`config.mk`:
```
export PLATFORM = sky130hd
export DESIGN_NAME = tx_irq_ctrl
export DESIGN_NICKNAME = d
export VERILOG_FILES = /design/src/rtl/tx_irq_ctrl.sv
export SDC_FILE = /design/constraint.sdc
export NUM_CORES = 1
export LEC_CHECK = 0
export BUFFER_PORTS_ARGS = -buffer_cell sky130_fd_sc_hd__buf_2
export CAP_MARGIN = 20
export CORE_UTILIZATION = 40
export CTS_CLUSTER_DIAMETER = 50
export DETAILED_ROUTE_END_ITERATION = 7
export HOLD_SLACK_MARGIN = 0.05
export PLACE_DENSITY = 0.66
export SYNTH_ARGS = -nofsm -noshare
export SYNTH_HDL_FRONTEND = slang
export SYNTH_SLANG_ARGS = --single-unit
```
`constraint.sdc`:
```
create_clock -name clk -period 2.4 [get_ports clk]
set_clock_uncertainty 0.1 [all_clocks]
set_input_delay 0 -clock clk [delete_from_list [all_inputs] [get_ports clk]]
set_output_delay 0 -clock clk [all_outputs]
set_load 0.01 [all_outputs]
```
`src/rtl/tx_irq_ctrl.sv`:
```
module tx_irq_ctrl #(
  parameter int CNT_W  = 10,
  parameter int DATA_W = 16
) (
  input  logic              clk,
  input  logic              rst_n,
  input  logic              ev_done,
  input  logic              ev_coll,
  input  logic              ev_late,
  input  logic              ev_jab,
  input  logic              ev_sqe,
  input  logic              ev_nocrs,
  input  logic              ev_under,
  input  logic              ev_16try,
  input  logic              buf_freed,
  input  logic              tx_pending,
  input  logic              aui_sel,
  input  logic              wr_en,
  input  logic              rd_en,
  input  logic [1:0]        addr,
  input  logic [DATA_W-1:0] wdata,
  output logic [DATA_W-1:0] rdata,
  output logic              irq
);
  localparam int NEV = 10;

  logic [NEV-1:0]   en_q, st_q, ev_vec;
  logic [CNT_W-1:0] cnt_q;
  logic             st_rd, cnt_rd, cnt_wrap;

  assign st_rd    = rd_en && addr == 2'd1;
  assign cnt_rd   = rd_en && addr == 2'd2;
  assign cnt_wrap = ev_coll && !cnt_rd && (&cnt_q);

  assign ev_vec = {cnt_wrap, buf_freed & tx_pending, ev_16try, ev_under,
                   ev_nocrs & aui_sel, ev_sqe, ev_jab, ev_late, ev_coll, ev_done};

  always_ff @(posedge clk) begin
    if (!rst_n) begin
      en_q  <= '0;
      st_q  <= '0;
      cnt_q <= '0;
    end else begin
      if (wr_en && addr == 2'd0) en_q <= wdata[NEV-1:0];
      st_q <= (st_rd ? '0 : st_q) | ev_vec;
      if (cnt_rd)       cnt_q <= CNT_W'(ev_coll);
      else if (ev_coll) cnt_q <= cnt_q + CNT_W'(1);
    end
  end

  assign irq = |(st_q & en_q);

  always_comb begin
    rdata = '0;
    case (addr)
      2'd0:    rdata[NEV-1:0]   = en_q;
      2'd1:    rdata[NEV-1:0]   = st_q;
      2'd2:    rdata[CNT_W-1:0] = cnt_q;
      default: rdata = '0;
    endcase
  end
endmodule


```
==> flow_metrics.py <==
metrics = {
    "sta": {
        "finalCriticalPeriod_ns": 2.12,
        "finalSetupViolCount": 0,
        "setup_slack_ns": 0.285,
        "post-route-period-util_pct": 88.1,
        "hold_violations": 0,
        "worst_slew_pin_slew_ns": 0.657,
        "max_freq_ghz": 0.473,
        "slew_headroom_pct": 56.2,
        "fin_tns_setup_ns": 0,
        "rsz0062_at_grt": "false",
        "drv_slew": 0,
    },
    "setup_path": {
        "endpoint_kind": "register",
        "critical_path.startpoint": "cnt_q[0]$_SDFFE_PN0P_",
        "critical_path_arrival_ns": 2.23,
        "r2r_end": "cnt_q[0]$_SDFFE_PN0P_",
        "cp_common_cell": "dlygate4sd3_1",
        "slowest_delay_ns": 0.58,
        "crit_chain": "inv_1, o21ai_0, dlygate4sd3_1, a21oi_1, dlygate4sd3_1",
        "path_class": "register to register",
        "path_max_fanout": 5,
        "worstPathRequired_ns": 2.52,
        "rr_worst_depth": 5,
        "slowest_stage": "dlygate4sd3_1",
        "reg2reg_slack_ns": 0.28,
        "r2r-start": "cnt_q[0]$_SDFFE_PN0P_",
        "startpoint_type": "register",
    },
    "synth": {
        "netlist_area_um2": 1460,
        "syn_inst": 170,
        "syn_avg_cell_area_um2": 8.57,
        "synthFlopType": "dfxtp_1",
        "synth_adder_area_share_pct": 0.859,
        "yosysSeqAreaShare_pct": 41.2,
        "synth-simple-area-share_pct": 20.5,
        "synthMuxAreaShare_pct": 14.4,
        "synth_warnings": 0,
        "ys_types": 31,
        "synth-compound-area-share_pct": 14.4,
        "synth_seq_cells": 30,
        "synth_xor_area_share_pct": 1.80,
        "synth_top_family_by_area": "simple AND/OR/NAND/NOR gates",
        "synth-edff-count": 0,
        "async_flop_share_pct": 0,
    },
    "global_route": {
        "grt_pass1_wl_um": 6210,
        "grt_overflow": 0,
        "grt_max_degree": 21,
        "grtUsageTotal_pct": 20.7,
        "antenna_found_initial": 0,
        "grt_pass1_vias": 1399,
    },
    "floorplanning": {
        "die_h_um": 62.3,
        "core_area_um2": 3420,
        "chipWidth_um": 62.3,
        "num_io_pins": 50,
        "initial_core_util_pct": 42.6,
        "rows": 21,
        "die_area_um2": 3890,
    },
    "place": {
        "dp_slack_ns": 0.909,
        "io_buffer_count": 37,
        "placed_cell_area_um2": 1640,
        "post-dp-hpwl_um": 2330,
        "place.gp.congestion": 0.784,
    },
    "cts": {
        "cts_tree": "built",
        "root_buffer": "clkbuf_4",
        "clock-sinks": 30,
        "insertion_delay_ns": 0.33,
        "htree_num_levels": 2,
        "clkTransAtPathRegs_ns": 0.10,
        "cts_resized": 0,
        "cts_buffers": 5,
        "cts_buffer_depth": 2,
    },
    "drt": {
        "vias": 1397,
        "wl_per_cell_um": 13.0,
        "route.detailed.drc": 0,
        "first_iter_violations": 34,
        "viasPerCell": 5.04,
        "wirelength_um": 3600,
        "ant_nets": 0,
        "first_pass_iters": 4,
    },
    "status": {
        "outcome": "finished clean",
    },
    "hold_path": {
        "hp-class": "input port to register",
        "min_from": "rd_en",
        "hold_depth": 4,
        "whs_endpoint": "cnt_q[9]$_SDFFE_PP0P_",
    },
    "finish": {
        "nets": 264,
        "n_antenna_cell": 0,
        "syn2layout_area_growth_pct": 34.5,
        "final_area_um2": 1960,
        "fillers": 344,
        "drive_gt1_share_pct": 21.2,
    },
    "power_and_ir_drop": {
        "switching_share_pct": 26.3,
        "p_per_area_nw_per_um2": 510,
        "pwr-share-clk_pct": 31.7,
        "p_int_uw": 736,
        "ir_drop_mv": 0.348,
        "power.leakage_uw": 0.000830,
        "combPwrFrac_pct": 14.9,
        "p_seq_share_pct": 53.4,
        "p_switching_uw": 262,
    },
    "flow_run": {
        "drv_cap": 0,
    },
}
## state kept, by name (all words and copies together), names as in the netlist
register and flops:
cnt_q 10, en_q 10, st_q 10
## power by group through the flow
stage / clock [uW] / sequential, uW / combinational [uW]
6_report: 317 / 533 / 149
5_1_grt: 350 / 536 / 165
4_1_cts: 323 / 533 / 147
3_5_place_dp: 0 / 544 / 114
3_3_place_gp: 0 / 543 / 112
2_1_floorplan: 0 / 540 / 79.7
## logic make-up (layout without fill, tap and decap cells)
group / Yosys count / in the layout
simple gates: 60 / 60
compound gates: 37 / 37
flops: 30 / 30
mux: 21 / 21
buf+inv: 17 / 73
xor+xnor: 3 / 3
fa+ha+maj: 1 / 1
other cells: 1 / 6
## cell type report
| class | count | area, um2 | share of cell area [%] |
|---|---|---|---|
| clock buffer | 6 | 51.3 | 2.62 |
| clock inverter | 2 | 12.5 | 0.639 |
| inverter | 2 | 7.51 | 0.383 |
| multi-input combinational | 128 | 786 | 40.1 |
| sequential | 30 | 601 | 30.7 |
| tap | 46 | 57.6 | 2.94 |
| timing repair buffer | 63 | 443 | 22.6 |
## critical path, delay by kind of cell (launching register included)
kind                   cells  cell delay, ns
buffers and inverters      3            1.23
flip-flops                 1            0.43
AO/OA/AOI/OAI              2            0.24
## cell usage in the layout (no fill, tap or decap), drive strengths merged
| master | netlist | layout |
|---|---|---|
| buf | 11 | 38 |
| dfxtp | 30 | 30 |
| dlygate4sd3 | 0 | 25 |
| nor2 | 23 | 23 |
| mux2i | 21 | 21 |
| nand2 | 15 | 15 |
| o21ai | 15 | 15 |
| a21oi | 13 | 13 |
| nand4 | 7 | 7 |
| conb | 1 | 6 |
| clkbuf | 4 | 6 |
| a22oi | 5 | 5 |
| or3 | 3 | 3 |
| inv | 2 | 2 |
| nand3b | 2 | 2 |
| nand3 | 2 | 2 |
| o31ai | 2 | 2 |
| or4 | 2 | 2 |
| xor2 | 2 | 2 |
| nor2b | 1 | 1 |
| a22o | 1 | 1 |
| a221oi | 1 | 1 |
| nor3b | 1 | 1 |
| and4 | 1 | 1 |
| and3 | 1 | 1 |
| nand4b | 1 | 1 |
| and3b | 1 | 1 |
| xnor2 | 1 | 1 |
| ha | 1 | 1 |
| clkinvlp | 0 | 1 |
| clkinv | 0 | 1 |
## cells in the mapped netlist, types with 2 or more instances
library cell  count  area (um2)
xor2_1            2        17.5
inv_1             2        7.51
nand3_1           2        10.0
buf_4             7        52.6
a22oi_1           5        37.5
or3_1             3        18.8
buf_2             3        15.0
dfxtp_1          30         601
mux2i_1          21         210
o31ai_1           2        15.0
or4_1             2        15.0
nand4_1           6        37.5
clkbuf_1          4        15.0
nand3b_1          2        15.0
nand2_1          15        56.3
a21oi_1          13        65.1
nor2_1           23        86.3
o21ai_0          15        75.1
## what timing repair did
action	in CTS	in global routing
hold buffers	25	0
endpoints found under the hold margin	30	0
buffers inserted	0	0
## worst max-delay path by stage
stage / cells after the start / endpoint
final: 5 / cnt_q[0]$_SDFFE_PN0P_
after global routing: 5 / cnt_q[0]$_SDFFE_PN0P_
after CTS: 5 / cnt_q[0]$_SDFFE_PN0P_
after detailed placement: 3 / cnt_q[9]$_SDFFE_PP0P_
after global placement: 3 / cnt_q[9]$_SDFFE_PP0P_
after floorplan: 4 / cnt_q[9]$_SDFFE_PP0P_
## metrics by stage
stage          power, uW  hold WS, ns  utilization, %  cells
2_1_floorplan        619       0.0174               -    175
3_3_place_gp         656        0.104            48.1    244
3_5_place_dp         658        0.112            48.1    244
4_1_cts             1000        0.143            57.3    277
5_1_grt             1050        0.200            57.3    277
6_report             998        0.161            57.3    277
## layer usage
| metal | vias up | track usage, % | part of all wire, % |
|---|---|---|---|
| met5 | - | 0 | 0 |
| li1 | 713 | - | - |
| met1 | 641 | 23.3 | 44 |
| met4 | 0 | 10.5 | 2.8 |
| met2 | 32 | 36.5 | 50 |
| met3 | 11 | 4.41 | 3.3 |
No activity file was read; power rests on OpenSTA's default activity.
